**src/rtl/evt_chan_pkg.sv**
```systemverilog
package evt_chan_pkg;
  localparam int BIT_LEVEL    = 1;
  localparam int BIT_INTEN    = 2;
  localparam int BIT_PERIODIC = 3;
  localparam int BIT_VSET     = 6;
  localparam int BIT_MODE32   = 8;
  localparam int ROUTE_LSB    = 9;
  localparam int ROUTE_W      = 5;
  localparam int BIT_MSGEN    = 14;
  localparam logic [15:0] CFG_WMASK = 16'h7F4E;

  typedef struct packed {
    logic cmpWr;   // update comparator
    logic perWr;   // update period
    logic hiHalf;  // upper half selected
    logic fullLo;  // zero-extend low-half data (32-bit mode)
    logic trunc;   // clear upper halves of comparator and period
    logic recalc;  // rebuild the armed target now
  } dpStrobe_t;
endpackage

```
**src/rtl/evt_chan_ctrl.sv**
```systemverilog
module evt_chan_ctrl
  import evt_chan_pkg::*;
#(
  parameter int  BUS_W   = 32,
  parameter bit  MSG_CAP = 1'b1
) (
  input  logic             clk,
  input  logic             rstN,
  input  logic             globalEn,
  input  logic             intPending,
  input  logic             wrEn,
  input  logic             wrSel,
  input  logic             wrHi,
  input  logic [BUS_W-1:0] wrData,
  output logic [15:0]      cfgLo,
  output dpStrobe_t        stb,
  output logic             levelDropPulse,
  output logic             reassertPulse
);
  localparam logic [15:0] CAP_BITS = 16'h0030 | (MSG_CAP ? 16'h8000 : 16'h0000);

  logic cfgWr, cfgWrLo, cmpWrAny, cmpIgnored, cmpAccepted;
  logic enPrev, recalcQ, enRise;
  logic [15:0] cfgNext;

  assign cfgWr       = wrEn & ~wrSel;
  assign cfgWrLo     = cfgWr & ~wrHi;
  assign cmpWrAny    = wrEn & wrSel;
  assign cmpIgnored  = cmpWrAny & wrHi & cfgLo[BIT_MODE32];
  assign cmpAccepted = cmpWrAny & ~cmpIgnored;
  assign cfgNext     = (cfgLo & ~CFG_WMASK) | (wrData[15:0] & CFG_WMASK);
  assign enRise      = globalEn & ~enPrev;

  always_ff @(posedge clk) begin
    if (!rstN) begin
      cfgLo          <= CAP_BITS;
      enPrev         <= 1'b0;
      recalcQ        <= 1'b0;
      levelDropPulse <= 1'b0;
      reassertPulse  <= 1'b0;
    end else begin
      if (cfgWrLo) cfgLo <= cfgNext;
      else if (cmpAccepted) cfgLo[BIT_VSET] <= 1'b0;
      enPrev         <= globalEn;
      recalcQ        <= cfgWr | cmpAccepted | enRise;
      levelDropPulse <= cfgWrLo & cfgLo[BIT_LEVEL] & ~cfgNext[BIT_LEVEL];
      reassertPulse  <= (cfgWrLo & ~cfgLo[BIT_INTEN] & cfgNext[BIT_INTEN] & intPending & globalEn)
                      | (enRise & cfgLo[BIT_INTEN] & intPending);
    end
  end

  always_comb begin
    stb        = '0;
    stb.cmpWr  = cmpAccepted & (~cfgLo[BIT_PERIODIC] | cfgLo[BIT_VSET]);
    stb.perWr  = cmpAccepted & cfgLo[BIT_PERIODIC];
    stb.hiHalf = wrHi;
    stb.fullLo = cfgLo[BIT_MODE32];
    stb.trunc  = cfgWrLo & cfgNext[BIT_MODE32];
    stb.recalc = recalcQ & globalEn;
  end


  hi_ignore_vset_chk: assert property (@(posedge clk) disable iff (!rstN)
    (wrEn && wrSel && wrHi && cfgLo[BIT_MODE32]) |=> $stable(cfgLo[BIT_VSET]));

  vset_clear_chk: assert property (@(posedge clk) disable iff (!rstN)
    (wrEn && wrSel && !(wrHi && cfgLo[BIT_MODE32])) |=> !cfgLo[BIT_VSET]);

  level_drop_chk: assert property (@(posedge clk) disable iff (!rstN)
    levelDropPulse |-> (!cfgLo[BIT_LEVEL] && $past(cfgLo[BIT_LEVEL])));
endmodule

```
**src/rtl/evt_chan_dp.sv**
```systemverilog
module evt_chan_dp
  import evt_chan_pkg::*;
#(
  parameter int CNT_W   = 64,
  parameter int MIN_GAP = 100
) (
  input  logic               clk,
  input  logic               rstN,
  input  logic               globalEn,
  input  logic [CNT_W-1:0]   mainCount,
  input  dpStrobe_t          stb,
  input  logic [CNT_W/2-1:0] wrData,
  input  logic               mode32,
  input  logic               periodic,
  output logic [CNT_W-1:0]   cmpVis,
  output logic               matchPulse
);
  localparam int HALF = CNT_W / 2;
  localparam logic [CNT_W-1:0] WRAP_STEP = {{(HALF-1){1'b0}}, 1'b1, {HALF{1'b0}}};
  localparam logic [CNT_W-1:0] LOW_ONES  = WRAP_STEP - 1'b1;
  localparam logic [CNT_W-1:0] GAP       = CNT_W'(MIN_GAP);

  logic [CNT_W-1:0] cmpReg, perReg, armTarget, fullTarget, lastMatch;
  logic armed, wrapPend, catchUp, haveLast;
  logic [CNT_W-1:0] joined, extT, nextWrap;
  logic signed [CNT_W-1:0] lagArm, leadLast;
  logic useWrap, reached, gapOk, hit, ahead;

  assign joined   = {mainCount[CNT_W-1:HALF], cmpReg[HALF-1:0]};
  assign extT     = mode32 ? ((joined < mainCount) ? joined + WRAP_STEP : joined) : cmpReg;
  assign nextWrap = (mainCount | LOW_ONES) + 1'b1;
  assign useWrap  = mode32 & ~periodic & (extT > nextWrap);
  assign lagArm   = mainCount - armTarget;
  assign leadLast = armTarget - lastMatch;
  assign reached  = (lagArm >= 0);
  assign ahead    = (leadLast > 0);
  assign gapOk    = ~periodic | ~haveLast | ((mainCount - lastMatch) >= GAP);
  assign hit      = armed & globalEn & ~catchUp & reached & gapOk;
  assign cmpVis   = cmpReg;

  always_ff @(posedge clk) begin
    if (!rstN) begin
      cmpReg     <= '1;
      perReg     <= '0;
      armTarget  <= '0;
      fullTarget <= '0;
      lastMatch  <= '0;
      armed      <= 1'b0;
      wrapPend   <= 1'b0;
      catchUp    <= 1'b0;
      haveLast   <= 1'b0;
      matchPulse <= 1'b0;
    end else begin
      matchPulse <= hit;
      // sequencing of the armed target
      if (!globalEn) begin
        armed    <= 1'b0;
        catchUp  <= 1'b0;
        wrapPend <= 1'b0;
      end else if (stb.recalc) begin
        armed    <= 1'b1;
        catchUp  <= 1'b0;
        haveLast <= 1'b0;
        if (useWrap) begin
          armTarget  <= nextWrap;
          fullTarget <= extT;
          wrapPend   <= 1'b1;
        end else begin
          armTarget  <= extT;
          wrapPend   <= 1'b0;
        end
      end else if (catchUp) begin
        if (ahead) begin
          catchUp <= 1'b0;
          cmpReg  <= mode32 ? {{HALF{1'b0}}, armTarget[HALF-1:0]} : armTarget;
        end else begin
          armTarget <= armTarget + perReg;
        end
      end else if (hit) begin
        lastMatch <= mainCount;
        haveLast  <= 1'b1;
        if (periodic && (perReg != '0)) begin
          armTarget <= armTarget + perReg;
          catchUp   <= 1'b1;
        end else if (wrapPend) begin
          wrapPend  <= 1'b0;
          armTarget <= fullTarget;
        end else begin
          armed <= 1'b0;
        end
      end
      // register writes take precedence over a catch-up readback update
      if (stb.cmpWr) begin
        if (stb.fullLo)      cmpReg <= {{HALF{1'b0}}, wrData};
        else if (stb.hiHalf) cmpReg[CNT_W-1:HALF] <= wrData;
        else                 cmpReg[HALF-1:0] <= wrData;
      end
      if (stb.perWr) begin
        if (stb.fullLo)      perReg <= {{HALF{1'b0}}, wrData};
        else if (stb.hiHalf) perReg[CNT_W-1:HALF] <= wrData;
        else                 perReg[HALF-1:0] <= wrData;
      end
      if (stb.trunc) begin
        cmpReg[CNT_W-1:HALF] <= '0;
        perReg[CNT_W-1:HALF] <= '0;
      end
    end
  end


  no_match_when_off_chk: assert property (@(posedge clk) disable iff (!rstN)
    matchPulse |-> $past(globalEn));

  catchup_armed_chk: assert property (@(posedge clk) disable iff (!rstN)
    catchUp |-> armed);

  wrap_armed_chk: assert property (@(posedge clk) disable iff (!rstN)
    wrapPend |-> armed);
endmodule

```
**src/rtl/evt_timer_channel.sv**
```systemverilog
module evt_timer_channel
  import evt_chan_pkg::*;
#(
  parameter int          CNT_W     = 64,
  parameter int          MIN_GAP   = 100,
  parameter bit          MSG_CAP   = 1'b1,
  parameter logic [31:0] ROUTE_CAP = 32'h0000_0A04
) (
  input  logic             clk,
  input  logic             rstN,
  input  logic [CNT_W-1:0] mainCount,
  input  logic             globalEn,
  input  logic             intPending,
  input  logic             wrEn,
  input  logic             wrSel,
  input  logic             wrHi,
  input  logic [31:0]      wrData,
  input  logic             rdSel,
  input  logic             rdHi,
  output logic [31:0]      rdData,
  output logic             matchPulse,
  output logic             levelDropPulse,
  output logic             reassertPulse,
  output logic             levelMode,
  output logic             intEnable,
  output logic             msgEnable,
  output logic [4:0]       routeSel
);
  localparam int HALF = CNT_W / 2;

  logic [15:0]      cfgLo;
  dpStrobe_t        stb;
  logic [CNT_W-1:0] cmpVis;

  evt_chan_ctrl #(.BUS_W(HALF), .MSG_CAP(MSG_CAP)) ctrl_i (
    .clk(clk), .rstN(rstN), .globalEn(globalEn), .intPending(intPending),
    .wrEn(wrEn), .wrSel(wrSel), .wrHi(wrHi), .wrData(wrData),
    .cfgLo(cfgLo), .stb(stb),
    .levelDropPulse(levelDropPulse), .reassertPulse(reassertPulse)
  );

  evt_chan_dp #(.CNT_W(CNT_W), .MIN_GAP(MIN_GAP)) dp_i (
    .clk(clk), .rstN(rstN), .globalEn(globalEn), .mainCount(mainCount),
    .stb(stb), .wrData(wrData), .mode32(cfgLo[BIT_MODE32]),
    .periodic(cfgLo[BIT_PERIODIC]), .cmpVis(cmpVis), .matchPulse(matchPulse)
  );

  assign levelMode = cfgLo[BIT_LEVEL];
  assign intEnable = cfgLo[BIT_INTEN];
  assign msgEnable = cfgLo[BIT_MSGEN];
  assign routeSel  = cfgLo[ROUTE_LSB +: ROUTE_W];

  always_comb begin
    if (rdSel) rdData = rdHi ? cmpVis[CNT_W-1:HALF] : cmpVis[HALF-1:0];
    else       rdData = rdHi ? ROUTE_CAP : {16'h0000, cfgLo};
  end
endmodule

```
**config.mk**
```make
export PLATFORM = sky130hd
export DESIGN_NAME = evt_timer_channel
export DESIGN_NICKNAME = d
export VERILOG_FILES = /design/src/rtl/evt_chan_pkg.sv /design/src/rtl/evt_chan_ctrl.sv /design/src/rtl/evt_chan_dp.sv /design/src/rtl/evt_timer_channel.sv
export SDC_FILE = /design/constraint.sdc
export NUM_CORES = 2
export LEC_CHECK = 0
export ABC_CLOCK_PERIOD_IN_PS = 13300
export BUFFER_PORTS_ARGS = -buffer_cell sky130_fd_sc_hd__clkbuf_2
export CORE_UTILIZATION = 60
export DETAILED_ROUTE_END_ITERATION = 7
export PLACE_DENSITY = 0.78
export SYNTH_ARGS = -nofsm -noshare
export SYNTH_HDL_FRONTEND = slang
export SYNTH_SLANG_ARGS = --single-unit
```
**constraint.sdc**
```tcl
create_clock -name clk -period 13.3 [get_ports clk]
set_input_delay 0.665 -clock clk [delete_from_list [all_inputs] [get_ports clk]]
set_output_delay 0.665 -clock clk [all_outputs]
set_load 0.1 [all_outputs]
```
Word-level counts from Yosys, hierarchy flattened
Index checks and enable logic that the tools add are counted.

cells by class
  $add $sub $neg = 6
  reductions and logical operators = 18
  multiplexer cells = 44
  bitwise gates (word level) = 44
  magnitude comparators = 5
  equality and inequality tests = 5

operators by type and width
  cell                                                             number
  two-way mux 64 bit                                               17
  two-way mux 32 bit                                               7
  subtractor 64 bit                                                3
  adder 64 x 1 -> 64 bit (second input constant)                   1
  adder 64 x 33 -> 64 bit (second input constant)                  1
  adder 64 bit                                                     1
  >= comparator 64 x 1 -> 1 bit (second input constant)            1
  >= comparator 64 x 7 -> 1 bit (second input constant)            1
  greater-than comparator 64 x 1 -> 1 bit (second input constant)  1
  greater-than comparator 64 bit                                   1
  less-than comparator 64 bit                                      1
  nonzero test 64 bit                                              1
  bitwise AND 1 bit                                                25
  two-way mux 1 bit                                                19
  two-way mux 16 bit                                               1
  bitwise OR 16 x 15 -> 16 bit                                     1
  inverter 1 bit                                                   12
  AND reduction 4 bit                                              3
  AND reduction 3 bit                                              3
  inequality test 2 bit (second input constant)                    3
  bitwise OR 1 bit                                                 6
  AND reduction 2 bit                                              3
  nonzero test 2 bit                                               3
  nonzero test 4 bit                                               1
  6 further kinds                                                  6

word-level totals
  output and inout port bits = 43
  bits of input ports = 105
  register bits after elaboration = 345

Logic depth before layout (Yosys ltp)
  depth after elaboration = 10
  gate-level depth with buffers = 27
  mapped depth without buffers = 27

By module
Synthesis repeated with hierarchy kept, for this count alone.

second synthesis, totals
  cells, all modules = 4,591
  area, all modules = 33,163.1 um2

by module, submodules not included
  module             area an instance (um2)  cells an instance  instances
  evt_chan_dp        31,808.0                4,433              1
  evt_chan_ctrl      678.2                   81                 1
  evt_timer_channel  676.9                   77                 1

Least setup slack after synthesis
Ideal clock, no wire load.

  path type = input to register
  start = input mainCount[25]
  end = register dp_i.fullTarget[10]
  data required time = 13.230 ns
  setup slack = 7.820 ns
  cell stages on the path = 25
  arrival = 5.410 ns
  cell sequence = inv_1 -> ha_1 -> a21o_1 -> a21o_1 -> a21o_1 -> or3b_2 -> a21oi_1 -> a31oi_1 -> nor3_1 -> nand3_1 -> xor2_1 -> a21oi_1 -> ha_1 -> a21o_1 -> a21oi_1 -> nor2_1 -> a2111oi_0 -> a21boi_0 -> o21a_1 -> clkbuf_1 -> nand2_1 -> clkbuf_1 -> buf_1 -> nand2_1 -> a21oi_1

on the way
  cells in the longest elaborated chain, start to end = 6

RTL lines
  element                           line                     source
  start, declared                   evt_timer_channel.sv:11  input logic [CNT_W-1:0] mainCount,
  less-than comparator 64 bit       evt_chan_dp.sv:30        assign extT = mode32 ? ((joined < mainCount) ? joined + WRAP_STEP : joined) : cmpReg;
  two-way mux 64 bit (2 in series)  evt_chan_dp.sv:30
  net dp_i.extT[42]                 evt_chan_dp.sv:25        logic [CNT_W-1:0] joined, extT, nextWrap;
  greater-than comparator 64 bit    evt_chan_dp.sv:32        assign useWrap = mode32 & ~periodic & (extT > nextWrap);
  bitwise AND 1 bit                 evt_chan_dp.sv:32
  AND reduction 3 bit (no line)     --
  end signal, assigned              evt_chan_dp.sv:66        fullTarget <= extT;
  end, declared                     evt_chan_dp.sv:23        logic [CNT_W-1:0] cmpReg, perReg, armTarget, fullTarget, lastMatch;

The timed path passes the listed nets, and every way through them passes these cells.
A chain may end at the register's enable or synchronous reset.

Worst setup path in the final report
  start = register dp_i.cmpReg[29], in the netlist dp_i.cmpVis[29]
  end = register dp_i.armTarget[58]

on the way
  cells in the longest elaborated chain, start to end = 7
  elaborated cells between the ends (all ways) = 8
  those cells by class = add/sub (1); order compare (2); mux (4); bitwise (1)

RTL lines
  element                                                                        line               source
  start, declared                                                                evt_chan_dp.sv:23
  start signal, assigned                                                         evt_chan_dp.sv:75  cmpReg <= mode32 ? {{HALF{1'b0}}, armTarget[HALF-1:0]} : armTarget;
  start signal, assigned                                                         evt_chan_dp.sv:94  if (stb.fullLo) cmpReg <= {{HALF{1'b0}}, wrData};
  start signal, assigned by index                                                evt_chan_dp.sv:95  else if (stb.hiHalf) cmpReg[CNT_W-1:HALF] <= wrData;
  adder 64 x 33 -> 64 bit / less-than comparator 64 bit (equally long branches)  evt_chan_dp.sv:30
  two-way mux 64 bit (*) (2 in series)                                           evt_chan_dp.sv:30
  net dp_i.extT[57]                                                              evt_chan_dp.sv:25
  greater-than comparator 64 bit (*)                                             evt_chan_dp.sv:32
  bitwise AND 1 bit (*)                                                          evt_chan_dp.sv:32
  two-way mux 64 bit (*)                                                         evt_chan_dp.sv:64  if (useWrap) begin
  two-way mux 64 bit (*)                                                         evt_chan_dp.sv:60  end else if (stb.recalc) begin
  end signal, assigned                                                           evt_chan_dp.sv:65  armTarget <= nextWrap;
  end signal, assigned                                                           evt_chan_dp.sv:69  armTarget <= extT;
  end signal, assigned                                                           evt_chan_dp.sv:77  armTarget <= armTarget + perReg;
  end, declared                                                                  evt_chan_dp.sv:23

The timed path passes the listed nets; every way through them passes the cells marked *.

==> impl_metrics.py <==
metrics = {
    "min_path": {
        "hold_depth": 2,
        "min_to": "ctrl_i.reassertPulse",
        "hp-start": "intPending",
        "worst_hold_path_type": "in2reg",
    },
    "floorplan": {
        "initial_core_util_pct": 61.0,
        "ios": 148,
        "die_h_um": 236,
        "dieArea_um2": 55700,
        "rows": 85,
        "core_um2": 53900,
        "fp.dieW_um": 236,
    },
    "detailed_routing": {
        "drt_iter0_markers": 4454,
        "vias": 35734,
        "ant_nets": 0,
        "drc": 0,
        "drt-total-wl_um": 135000,
        "first_pass_iters": 6,
        "vias_per_cell": 6.81,
        "drt-wirelength-per-cell_um": 25.8,
    },
    "clock_tree": {
        "clock_latency_ps": 610,
        "postCtsHoldBufs": 0,
        "clockBufferDepth": 3,
        "cts_tree": "built",
        "cts_root_buf": "clkbuf_16",
        "ctsHtreeMaxLevel": 2,
        "clock_sinks": 340,
        "clk_pin_slew_ps": 60,
        "cts-buffers-inserted": 41,
        "cts_setup_buffers": 0,
        "cts_resized": 0,
    },
    "logic_synthesis": {
        "syn_area_per_cell_um2": 7.19,
        "yosysWarnings": 0,
        "ys_dominant_reg_cell": "dfxtp_1",
        "netlist-cell-type-count": 93,
        "async_flop_share_pct": 0,
        "synth_edf_count": 0,
        "ys_ff_latch": 340,
        "seq_area_frac_synth_pct": 20.7,
        "synth_cells": 4574,
        "syn-cell-area_um2": 32900,
        "synth_nets": 4998,
    },
    "pwr": {
        "power_density_nw_per_um2": 94.2,
        "fin_total_pwr_uw": 3310,
        "p_seq_share_pct": 32.9,
        "power_leakage_uw": 0.0153,
        "p_int_uw": 2080,
        "power_frac_comb_pct": 30.5,
        "clkPwrFrac_pct": 36.6,
        "switching_share_pct": 37.1,
        "ir_drop_mv": 0.118,
        "p_sw_uw": 1230,
    },
    "critical_path": {
        "critPathSlowestCell": "buf_4",
        "rr_worst_depth": 24,
        "r2r_slack_ps": 6470,
        "cpPeakStageDelay_ps": 670,
        "cp.arrival_ps": 7270,
        "crit_path_max_fanout": 68,
        "worstReg2RegEnd": "dp_i.armTarget[58]",
        "cp_num_buf_inv": 2,
        "crit_chain": "ha_1, a21o_1, a21o_1, a21oi_1, or3b_2, a21oi_1, a31o_2, nand2_1, xnor2_1, a21oi_1, ha_1, nand4_1, or2_2, nor3_1, nand3_1, nor3_1, a21oi_1, o21a_2, buf_4, and2_2, buf_4, a221oi_1, o211ai_1, o31ai_2",
        "required_ps": 13740,
        "crit_path_frequent_cell": "a21oi_1",
        "worstSetupStartpointType": "flop",
        "criticalPathCategory": "reg2reg",
        "timing.rr.start": "dp_i.cmpVis[29]",
        "critical_path.endpoint_type": "flop",
        "cp_top_family": "compound AO/OA/AOI/OAI gates",
    },
    "sta": {
        "slew_violations": 0,
        "maxSlewHeadroom_pct": 18.9,
        "period_share_pct": 51.4,
        "rsz0062_at_grt": "no",
        "max_freq_ghz": 0.146,
        "skew_ps": 43.3,
        "layout_min_cycle_time_ps": 6830,
        "setup_violations": 0,
        "tightestPinTransition_ps": 1220,
        "finalHoldViolCount": 0,
        "final.setup.worst_slack_ps": 6470,
        "tns_ps": 0,
    },
    "global_route": {
        "grt_pass1_vias": 32419,
        "grt_pass1_wl_um": 199000,
        "antenna_found_initial": 4,
        "grt_overflow": 0,
        "grt_max_degree": 102,
        "track_usage_pct": 47.0,
    },
    "cells_and_area": {
        "nFillCells": 4905,
        "layout_commonest_cell": "nand2_1",
        "fin_util_pct": 65.1,
        "seqCellArea_um2": 6810,
        "drive_above_1_share_pct": 7.08,
        "nets": 4942,
        "syn2layout_area_growth_pct": 6.84,
        "multi_input_area_um2": 24100,
        "final_cell_mix": "nand2_1 (588), a21oi_1 (513), nor2_1 (438)",
    },
    "placed_design": {
        "port_buffers": 147,
        "dp_hpwl_um": 106000,
        "dp_slack_ps": 6240,
        "place.gp.congestion": 1.11,
    },
    "run": {
        "maxCapViolCount": 0,
    },
    "status": {
        "status": "completed",
    },
}
==> power by group through the flow <==
stage	logic (uW)	registers (uW)	clock network [uW]
final	1010	1090	1210
after global routing	1060	1090	1250
after CTS	970	1080	1210
after detailed placement	965	1110	0
after global placement	969	1110	0
after floorplan	667	1080	0
==> registers in the layout, summed over array words and instances (netlist names) <==
name	flops
dp_i.perReg	64
dp_i.armTarget	64
ctrl_i.recalcQ	1
ctrl_i.reassertPulse	1
ctrl_i.cfgLo	11
dp_i.lastMatch	64
dp_i.wrapPend	1
dp_i.cmpVis	64
dp_i.armed	1
dp_i.matchPulse	1
dp_i.fullTarget	64
dp_i.catchUp	1
dp_i.haveLast	1
ctrl_i.levelDropPulse	1
ctrl_i.enPrev	1
==> Yosys cell counts (all sizes together) (13+ instances only) <==
master   number  share of area, %
nand2       589               6.7
a21oi       516               7.9
nor2        442               5.1
dfxtp       340                21
ha          316                12
o21ai       285               4.3
mux2i       239               7.3
inv         233               2.7
clkbuf      229               2.6
nand4       124               2.4
a21o        103               2.4
xnor2        98               2.6
nor2b        88               1.7
xor2         80               2.1
nand3        75               1.1
nor3         57              0.88
o21a         51               1.2
nor4         50              0.95
buf          48              0.80
o211ai       45               1.0
nand2b       42              0.80
a22oi        36              0.82
a211oi       34              0.78
a31oi        33              0.63
o21bai       32              0.73
and2         29              0.55
and3         27              0.51
or3          22              0.42
or2          21              0.40
o22ai        20              0.38
o31ai        18              0.47
and4         17              0.45
mux2         16              0.56
o2111ai      14              0.37
o221ai       14              0.37
a221oi       13              0.35
==> cell type report <==
| class | count | area share (%) |
|---|---|---|
| multi-input combinational | 3724 | 68.8 |
| sequential | 340 | 19.4 |
| clock buffer | 56 | 3.40 |
| timing repair buffer | 178 | 2.76 |
| inverter | 233 | 2.50 |
| tap | 696 | 2.48 |
| clock inverter | 15 | 0.670 |
| antenna | 4 | 0.0285 |
==> routing by layer <==
layer  wire, um  vias to the layer above  global-route usage, %  share of wire, %
met1      51900                    16542                   61.4                38
met2      55500                     2374                   69.8                41
li1           -                    16349                      -                 -
met5         13                        -                      0            0.0096
met3      17300                      467                   9.80                13
met4      10800                        2                   31.1               8.0
==> worst max path at each step <==
stage                         start                  end  slack [ps]  cells after the start
finish              dp_i.cmpVis[29]   dp_i.armTarget[58]        6470                     24
global route        dp_i.cmpVis[29]   dp_i.armTarget[12]        6170                     26
CTS                 dp_i.cmpVis[29]   dp_i.armTarget[46]        6700                     25
detailed placement    mainCount[32]   dp_i.armTarget[46]        6240                     24
global placement      mainCount[32]   dp_i.armTarget[12]        6260                     27
floorplan             mainCount[25]  dp_i.fullTarget[10]        7820                     25
==> cells by family after synthesis <==
kind of cell / after synthesis / synth area share (%)
and+or+nand+nor: 1616 / 22.7
AOI/OAI and AO/OA: 1356 / 25.7
buffers and inverters: 510 / 6.08
DFF: 340 / 20.7
adders and majority gates: 319 / 12.2
muxes: 255 / 7.84
xor gates and xnor gates: 178 / 4.74
==> worst reg2reg max path, stage by stage, from the launching register on <==
cell	delay, ps
dfxtp_1	530
ha_1	320
a21o_1	160
a21o_1	170
a21oi_1	230
or3b_2	470
a21oi_1	240
a31o_2	450
nand2_1	140
xnor2_1	150
a21oi_1	510
ha_1	360
nand4_1	70
or2_2	130
nor3_1	60
nand3_1	140
nor3_1	70
a21oi_1	280
o21a_2	320
buf_4	460
and2_2	250
buf_4	670
a221oi_1	250
o211ai_1	160
o31ai_2	100
==> stage by stage <==
step | hold WS, ps | area, um^2 | std cells
6_report | 313 | 35100 | 5246
5_1_grt | 326 | 35100 | 5242
4_1_cts | 295 | 35100 | 5242
3_5_place_dp | 444 | 33700 | 5171
3_3_place_gp | 439 | 33700 | 5171
2_1_floorplan | 433 | 32900 | 4574
(Power assumes the default switching activity.)
